## src/rtl/sfr_pkg.sv

```systemverilog
// Shared types and helpers for the serial frame receiver.
// Assumes a fixed 32-bit receive word.
package sfr_pkg;
    localparam int WORD_W = 32;
    localparam int WLEN_W = 6;

    typedef enum logic [1:0] {
        FR_IDLE   = 2'd0,
        FR_DELAY  = 2'd1,
        FR_ACTIVE = 2'd2
    } fr_state_e;

    typedef enum logic [1:0] {
        JUST_RIGHT_ZERO = 2'd0,
        JUST_RIGHT_SIGN = 2'd1,
        JUST_LEFT_ZERO  = 2'd2,
        JUST_RESERVED   = 2'd3
    } just_e;

    // Map a 3-bit length code to a bit count; codes above 5 give 32.
    function automatic logic [WLEN_W-1:0] wlen_bits(input logic [2:0] code);
        logic [WLEN_W-1:0] n;
        if (code >= 3'd5) n = 6'd32;
        else              n = 6'd8 + {1'b0, code, 2'b00};
        return n;
    endfunction
endpackage

```

## src/rtl/sfr_framer.sv

```systemverilog
// Frame sequencer: tracks delay, bit, word and phase position and
// marks which strobes carry data bits and which bit ends a word.
// Assumes configuration is stable while a frame is running.
module sfr_framer
    import sfr_pkg::*;
#(
    parameter int FLEN_W = 7,
    parameter int BCNT_W = 5
) (
    input  logic              clk,
    input  logic              rst_n,
    input  logic              bit_en,
    input  logic              fsync_in,
    input  logic              cfg_dual,
    input  logic [WLEN_W-1:0] cfg_wlen_a,
    input  logic [WLEN_W-1:0] cfg_wlen_b,
    input  logic [FLEN_W-1:0] cfg_flen_a,
    input  logic [FLEN_W-1:0] cfg_flen_b,
    input  logic [1:0]        cfg_dly,
    input  logic              cfg_fs_ignore,
    output logic              take_bit,
    output logic              word_done,
    output logic [WLEN_W-1:0] cur_wlen,
    output logic              err_pulse
);
    fr_state_e         state;
    logic [1:0]        dly_cnt;
    logic [BCNT_W-1:0] bit_cnt;
    logic [FLEN_W-1:0] word_cnt;
    logic              phase;

    logic              idle;
    logic              start;
    logic [1:0]        dly_eff;
    logic              eff_phase;
    logic [BCNT_W-1:0] eff_bit;
    logic [FLEN_W-1:0] eff_word;
    logic [FLEN_W-1:0] cur_flen;
    logic              last_bit;
    logic              last_word;

    // Decode frame start, effective position and bit/word boundaries.
    always_comb begin
        idle      = (state == FR_IDLE);
        start     = bit_en && fsync_in && (idle || !cfg_fs_ignore);
        err_pulse = start && !idle;
        dly_eff   = (cfg_dly > 2'd2) ? 2'd2 : cfg_dly;
        eff_phase = start ? 1'b0 : phase;
        eff_bit   = start ? '0 : bit_cnt;
        eff_word  = start ? '0 : word_cnt;
        cur_wlen  = eff_phase ? cfg_wlen_b : cfg_wlen_a;
        cur_flen  = eff_phase ? cfg_flen_b : cfg_flen_a;
        if (start)
            take_bit = bit_en && (dly_eff == 2'd0);
        else
            take_bit = bit_en && ((state == FR_ACTIVE) ||
                                  (state == FR_DELAY && dly_cnt == 2'd1));
        last_bit  = ({{(WLEN_W-BCNT_W){1'b0}}, eff_bit} == (cur_wlen - 6'd1));
        last_word = (eff_word == cur_flen);
        word_done = take_bit && last_bit;
    end

    // Advance the frame position on each data strobe.
    always_ff @(posedge clk) begin
        if (!rst_n) begin
            state    <= FR_IDLE;
            dly_cnt  <= '0;
            bit_cnt  <= '0;
            word_cnt <= '0;
            phase    <= 1'b0;
        end else if (take_bit) begin
            if (last_bit) begin
                bit_cnt <= '0;
                if (last_word) begin
                    word_cnt <= '0;
                    if (!eff_phase && cfg_dual) begin
                        phase <= 1'b1;
                        state <= FR_ACTIVE;
                    end else begin
                        phase <= 1'b0;
                        state <= FR_IDLE;
                    end
                end else begin
                    word_cnt <= eff_word + 1'b1;
                    phase    <= eff_phase;
                    state    <= FR_ACTIVE;
                end
            end else begin
                bit_cnt  <= eff_bit + 1'b1;
                word_cnt <= eff_word;
                phase    <= eff_phase;
                state    <= FR_ACTIVE;
            end
        end else if (start) begin
            state    <= FR_DELAY;
            dly_cnt  <= dly_eff;
            bit_cnt  <= '0;
            word_cnt <= '0;
            phase    <= 1'b0;
        end else if (bit_en && state == FR_DELAY) begin
            dly_cnt <= dly_cnt - 2'd1;
        end
    end

    AST_HOLD_WITHOUT_STROBE: assert property (@(posedge clk) disable iff (!rst_n)
        !bit_en |=> $stable(state) && $stable(bit_cnt) && $stable(word_cnt));
    AST_RESTART_ACTIVE: assert property (@(posedge clk) disable iff (!rst_n)
        err_pulse |=> (state != FR_IDLE));
    AST_BIT_IN_WORD: assert property (@(posedge clk) disable iff (!rst_n)
        (state == FR_ACTIVE) |->
        ({{(WLEN_W-BCNT_W){1'b0}}, bit_cnt} < (phase ? cfg_wlen_b : cfg_wlen_a)));
    AST_DELAY_RANGE: assert property (@(posedge clk) disable iff (!rst_n)
        (state == FR_DELAY) |-> (dly_cnt != 2'd0) && (dly_cnt <= 2'd2));
endmodule

```

## src/rtl/sfr_justify.sv

```systemverilog
// Serial shifter and word aligner: collects bits MSB first and places
// the completed word in the 32-bit result per the alignment mode.
// Assumes word length between 8 and 32.
module sfr_justify
    import sfr_pkg::*;
(
    input  logic              clk,
    input  logic              rst_n,
    input  logic              take_bit,
    input  logic              data_in,
    input  logic [WLEN_W-1:0] wlen,
    input  logic [1:0]        mode,
    output logic [WORD_W-1:0] word_out
);
    logic [WORD_W-1:0] shreg;
    logic [WORD_W-1:0] next_word;
    logic [WORD_W-1:0] mask;
    logic [WORD_W-1:0] raw;
    logic [4:0]        msb_idx;
    logic [WLEN_W-1:0] lshift;

    // Shift one sampled bit in per data strobe.
    always_ff @(posedge clk) begin
        if (!rst_n)        shreg <= '0;
        else if (take_bit) shreg <= next_word;
    end

    // Align the word that includes the bit on the current strobe.
    always_comb begin
        next_word = {shreg[WORD_W-2:0], data_in};
        mask      = (wlen >= 6'd32) ? '1 : ((32'd1 << wlen) - 32'd1);
        raw       = next_word & mask;
        msb_idx   = 5'(wlen - 6'd1);
        lshift    = 6'd32 - wlen;
        unique case (just_e'(mode))
            JUST_RIGHT_SIGN: word_out = raw[msb_idx] ? (raw | ~mask) : raw;
            JUST_LEFT_ZERO:  word_out = raw << lshift;
            default:         word_out = raw;
        endcase
    end
endmodule

```

## src/rtl/sfr_rx_buffer.sv

```systemverilog
// Receive holding register with ready, overrun and sync-error flags.
// Assumes the read strobe is one cycle wide.
module sfr_rx_buffer
    import sfr_pkg::*;
(
    input  logic              clk,
    input  logic              rst_n,
    input  logic              word_done,
    input  logic [WORD_W-1:0] word_in,
    input  logic              rd_strobe,
    input  logic              err_pulse,
    output logic [WORD_W-1:0] rx_data,
    output logic              rx_ready,
    output logic              rx_full,
    output logic              sync_err
);
    // Accept a completed word or flag an overrun; clear on read.
    always_ff @(posedge clk) begin
        if (!rst_n) begin
            rx_data  <= '0;
            rx_ready <= 1'b0;
            rx_full  <= 1'b0;
        end else if (word_done) begin
            if (rx_ready && !rd_strobe) begin
                rx_full <= 1'b1;
            end else begin
                rx_data  <= word_in;
                rx_ready <= 1'b1;
                rx_full  <= 1'b0;
            end
        end else if (rd_strobe) begin
            rx_ready <= 1'b0;
            rx_full  <= 1'b0;
        end
    end

    // Hold the sync-error flag once set.
    always_ff @(posedge clk) begin
        if (!rst_n)         sync_err <= 1'b0;
        else if (err_pulse) sync_err <= 1'b1;
    end

    AST_FULL_NEEDS_READY: assert property (@(posedge clk) disable iff (!rst_n)
        rx_full |-> rx_ready);
    AST_OVERRUN_KEEPS_WORD: assert property (@(posedge clk) disable iff (!rst_n)
        (word_done && rx_ready && !rd_strobe) |=> $stable(rx_data) && rx_full);
    AST_DONE_SETS_READY: assert property (@(posedge clk) disable iff (!rst_n)
        word_done |=> rx_ready);
    AST_READ_CLEARS: assert property (@(posedge clk) disable iff (!rst_n)
        (rd_strobe && !word_done) |=> !rx_ready && !rx_full);
    AST_ERR_STICKY: assert property (@(posedge clk) disable iff (!rst_n)
        sync_err |=> sync_err);
endmodule

```

## src/rtl/sfr_receiver.sv

```systemverilog
// Top of the serial frame receiver: decodes length codes and wires the
// framer, shifter/aligner and holding register together.
// Assumes configuration changes only between frames.
module sfr_receiver
    import sfr_pkg::*;
#(
    parameter int FLEN_W = 7
) (
    input  logic              clk,
    input  logic              rst_n,
    input  logic              bit_en,
    input  logic              fsync_in,
    input  logic              data_in,
    input  logic              cfg_dual,
    input  logic [2:0]        cfg_wlen_a,
    input  logic [2:0]        cfg_wlen_b,
    input  logic [FLEN_W-1:0] cfg_flen_a,
    input  logic [FLEN_W-1:0] cfg_flen_b,
    input  logic [1:0]        cfg_dly,
    input  logic              cfg_fs_ignore,
    input  logic [1:0]        cfg_just,
    input  logic              rd_strobe,
    output logic [31:0]       rx_data,
    output logic              rx_ready,
    output logic              rx_full,
    output logic              sync_err
);
    localparam int BCNT_W = $clog2(WORD_W);

    logic [WLEN_W-1:0] wlen_a_bits;
    logic [WLEN_W-1:0] wlen_b_bits;
    logic [WLEN_W-1:0] cur_wlen;
    logic              take_bit;
    logic              word_done;
    logic              err_pulse;
    logic [WORD_W-1:0] aligned;

    // Translate both phase length codes to bit counts.
    always_comb begin
        wlen_a_bits = wlen_bits(cfg_wlen_a);
        wlen_b_bits = wlen_bits(cfg_wlen_b);
    end

    sfr_framer #(.FLEN_W(FLEN_W), .BCNT_W(BCNT_W)) framer_i (
        .clk(clk), .rst_n(rst_n), .bit_en(bit_en), .fsync_in(fsync_in),
        .cfg_dual(cfg_dual), .cfg_wlen_a(wlen_a_bits), .cfg_wlen_b(wlen_b_bits),
        .cfg_flen_a(cfg_flen_a), .cfg_flen_b(cfg_flen_b), .cfg_dly(cfg_dly),
        .cfg_fs_ignore(cfg_fs_ignore), .take_bit(take_bit), .word_done(word_done),
        .cur_wlen(cur_wlen), .err_pulse(err_pulse)
    );

    sfr_justify justify_i (
        .clk(clk), .rst_n(rst_n), .take_bit(take_bit), .data_in(data_in),
        .wlen(cur_wlen), .mode(cfg_just), .word_out(aligned)
    );

    sfr_rx_buffer buffer_i (
        .clk(clk), .rst_n(rst_n), .word_done(word_done), .word_in(aligned),
        .rd_strobe(rd_strobe), .err_pulse(err_pulse), .rx_data(rx_data),
        .rx_ready(rx_ready), .rx_full(rx_full), .sync_err(sync_err)
    );

    AST_RESET_CLEAR: assert property (@(posedge clk)
        !rst_n |=> !rx_ready && !rx_full && !sync_err && (rx_data == '0));
endmodule

```

## config.mk

```make
export PLATFORM = sky130hd
export DESIGN_NAME = sfr_receiver
export DESIGN_NICKNAME = d
export VERILOG_FILES = /design/src/rtl/sfr_pkg.sv /design/src/rtl/sfr_framer.sv /design/src/rtl/sfr_justify.sv /design/src/rtl/sfr_rx_buffer.sv /design/src/rtl/sfr_receiver.sv
export SDC_FILE = /design/constraint.sdc
export NUM_CORES = 1
export LEC_CHECK = 0
export BUFFER_PORTS_ARGS = -buffer_cell sky130_fd_sc_hd__buf_2
export CORE_MARGIN = 3
export CORE_UTILIZATION = 55
export CTS_BUF_LIST = sky130_fd_sc_hd__clkbuf_8
export CTS_CLUSTER_DIAMETER = 40
export CTS_CLUSTER_SIZE = 16
export DETAILED_ROUTE_END_ITERATION = 8
export GPL_TIMING_DRIVEN = 1
export PLACE_DENSITY_LB_ADDON = 0.05
export SKIP_CTS_REPAIR_TIMING = 1
export SYNTH_ARGS = -nofsm -noshare
export SYNTH_HDL_FRONTEND = slang
export SYNTH_SLANG_ARGS = --single-unit
```

## constraint.sdc

```tcl
create_clock -name clk -period 5.85 [get_ports clk]
set_input_delay 0.585 -clock clk [delete_from_list [all_inputs] [get_ports clk]]
set_output_delay 0.585 -clock clk [all_outputs]
set_load 0.01 [all_outputs]
```

==> impl_results.md <==
- Post-Syn Nets: 901
- Main synth FF type: dfxtp_1
- First-pass iteration count of the detailed router: 8
- Die Y: 113 um
- Dpl hpwl: 17.7 mm
- Layout cells sized above 1: 15.6%
- Overall Global Routing Usage: 37.1%
- H-tree levels: 3
- Post-synthesis sequential area ratio: 26.2%
- Via count: 7367
- Final period utilization: 89.1%
- Run status: completed
- Row count: 38
- Setup TNS: 0 ns
- Worst Setup End Kind: register
- Die width: 113 um
- Clock power frac: 34.4%
- NumNets Final: 940
- Initial antenna violation count: 0
- # Max-Cap Violations: 0
- Synth top area share: 26.2%
- Top cells by area, synth: dfxtp_1 26%, nand2_1 8.2%, a21oi_1 5.6%
- Tightest Pin Transition: 1.43 ns
- Unrepaired setup endpoints after global routing: no
- Most numerous cell in the Yosys netlist: nand2_1
- Pin count of the biggest net entering global routing: 62
- Vias in the first global route: 6563
- Cells after Synth: 853
- Cell taking the most area after synthesis: dfxtp_1
- Post-synthesis async set-or-reset flop share: 0%
- Non-Filler Instances: 1037
- VDD IR max: 0.154 mV
- Slew HR: 4.42%
- Slew Limit Fails: 0
- Avg Cell Area, Syn: 7.44 sq um
- Setup crit start kind: register
- Final GP Congestion: 1.11
- Most common library cells after synthesis: 139 x nand2_1, 83 x dfxtp_1, 71 x a21oi_1, 59 x nor2_1, 37 x nand3_1
- Buf/Inv on CP: 2
- CTS root buf: clkbuf_8
- Area post-placement: 6750 sq um
- Hold depth: 2
- Layout Area Growth over Synthesis: 9.90%
- Clk_lat worst skew: 0.39 ns
- P per Cell Area: 203 nW/um^2
- WL/cell: 23.4 um
- #FFs+latches synth: 83
- Cells after DPL: 1021
- CTS clk-pin slew, worst paths: 0.09 ns
- Slowest CP cell: mux4_2
- Sw power: 0.493 mW
- Sw frac: 34.9%
- Critical path arrival: 5.46 ns
- WHS: 0.368 ns
- Top delay family on crit path: compound AO/OA/AOI/OAI gates
- Fin area: 6980 sq um
- CTS tree: done
- I/O pins: 67
- Cell depth of the worst setup path: 16
- Pleak: 2.59 nW
- DRC: 0
- Flop pwr share: 40.5%
- CTS buffer count: 9
- Initial DRC Count: 1231
- Routed Antenna Nets: 0
- First-pass GRT wire length: 37.7 mm
- CTS sink cnt: 83
- EDFF count, synth: 0
- Die ar.: 12900 sq um
- Combinational cell fraction of total power: 25.0%
- Fmax: 192 MHz
- GR Overflow Total: 0
- Clock Skew: 0.0104 ns
- Worst min-delay path class: input port to register
- Power after layout: 1.41 mW
- Crit-path cells: a21bo_2 > nand2_1 > a21o_1 > clkinv_1 > ha_1 > ha_1 > o211a_2 > inv_2 > ha_1 > nand2_1 > o211ai_2 > o211ai_2 > o32ai_1 > mux4_2 > a31oi_1 > a2111oi_1
- ANT cells: 0
- Vias per cell: 7.10
- Crit path kind: register to register
- Max Root-Sink Buffers: 2
- Effective utilization at floorplan: 57.3%
- Worst path required time: 6.10 ns
- Core area: 11100 sq um
- Final hold vios: 0
- Cell Area, Synth: 6350 sq um
- Reg2reg path depth: 16
- Top cell by count, worst path: ha_1
- CP max stage delay: 0.69 ns
- P_int: 0.921 mW
- Final Routed Wirelength: 24.2 mm
- Crit-path max FO: 22
- Tmin final: 5.21 ns
- Unique masters post-synth: 87
- Synth warn: 0
- Final setup fails: 0
- # port buffers: 66
[area by class of cell]
class                   count  area (sq um)
clock buffers              10           138
clock inverters             6          88.8
fillers                  1007          4100
inverters                  33           124
multi-input cells         683          4340
flip-flops and latches     83          1660
well taps                 140           175
repair buffers             82           450
[placed cells by master (no fill, tap or decap), types with 21 or more instances in the layout]
master      n
nand3_1    37
nand4_1    24
nand2_1   139
inv_1      27
dfxtp_1    83
a21oi_1    71
o21ai_0    28
o211ai_1   21
buf_2      66
nor2_1     59
[stage by stage]
| stage | utilization, % | setup slack [ns] |
|---|---|---|
| 2_1_floorplan | - | 1.10 |
| 3_3_place_gp | 60.9 | 0.868 |
| 3_5_place_dp | 60.9 | 0.734 |
| 4_1_cts | 63.0 | 0.831 |
| 5_1_grt | 63.0 | 0.271 |
| 6_report | 63.0 | 0.639 |
[registers in the layout, summed over array words and instances, names as in the netlist]
name               flops
framer_i.dly_cnt       2
framer_i.phase         1
buffer_i.rx_ready      1
framer_i.bit_cnt       5
framer_i.word_cnt      7
justify_i.shreg       31
buffer_i.rx_full       1
buffer_i.rx_data      32
buffer_i.sync_err      1
framer_i.state         2
[per-layer routing]
| metal | wire [um] | part of all wire [%] | global-route usage (%) | vias to the layer above |
|---|---|---|---|---|
| met5 | 0 | 0 | 0 | - |
| met4 | 710 | 2.9 | 10.8 | 0 |
| met3 | 3570 | 15 | 11.9 | 65 |
| met2 | 9790 | 40 | 52.2 | 595 |
| met1 | 10200 | 42 | 54.0 | 3400 |
| li1 | - | - | - | 3307 |
[final timing paths]
kind / startpoint / slack, ns / to
worst min register to register: justify_i.shreg[14]$_SDFFE_PN0P_ / 0.48 / justify_i.shreg[14]$_SDFFE_PN0P_
worst min-delay path: rd_strobe / 0.37 / buffer_i.rx_full$_SDFFE_PN0P_
worst max register to register: framer_i.phase$_SDFF_PN0_ / 0.64 / buffer_i.rx_data[26]$_SDFFE_PN0P_
worst max-delay path: framer_i.phase$_SDFF_PN0_ / 0.64 / buffer_i.rx_data[26]$_SDFFE_PN0P_
[kinds of logic after synthesis]
group,Yosys count,share of synthesized area [%]
AOI/OAI and AO/OA,293,34.3
xor gates and xnor gates,12,1.66
adders and majority gates,16,3.15
buffers and inverters,87,5.54
DFF,83,26.2
muxes,18,3.57
and+or+nand+nor,344,25.6
[power by group through the flow]
stage	registers, mW	clock network (mW)	logic [mW]
3_3_place_gp	0.586	0	0.335
5_1_grt	0.574	0.509	0.372
4_1_cts	0.573	0.488	0.337
6_report	0.573	0.487	0.354
3_5_place_dp	0.586	0	0.335
2_1_floorplan	0.585	0	0.230
Power figures use the tool's default switching activity.
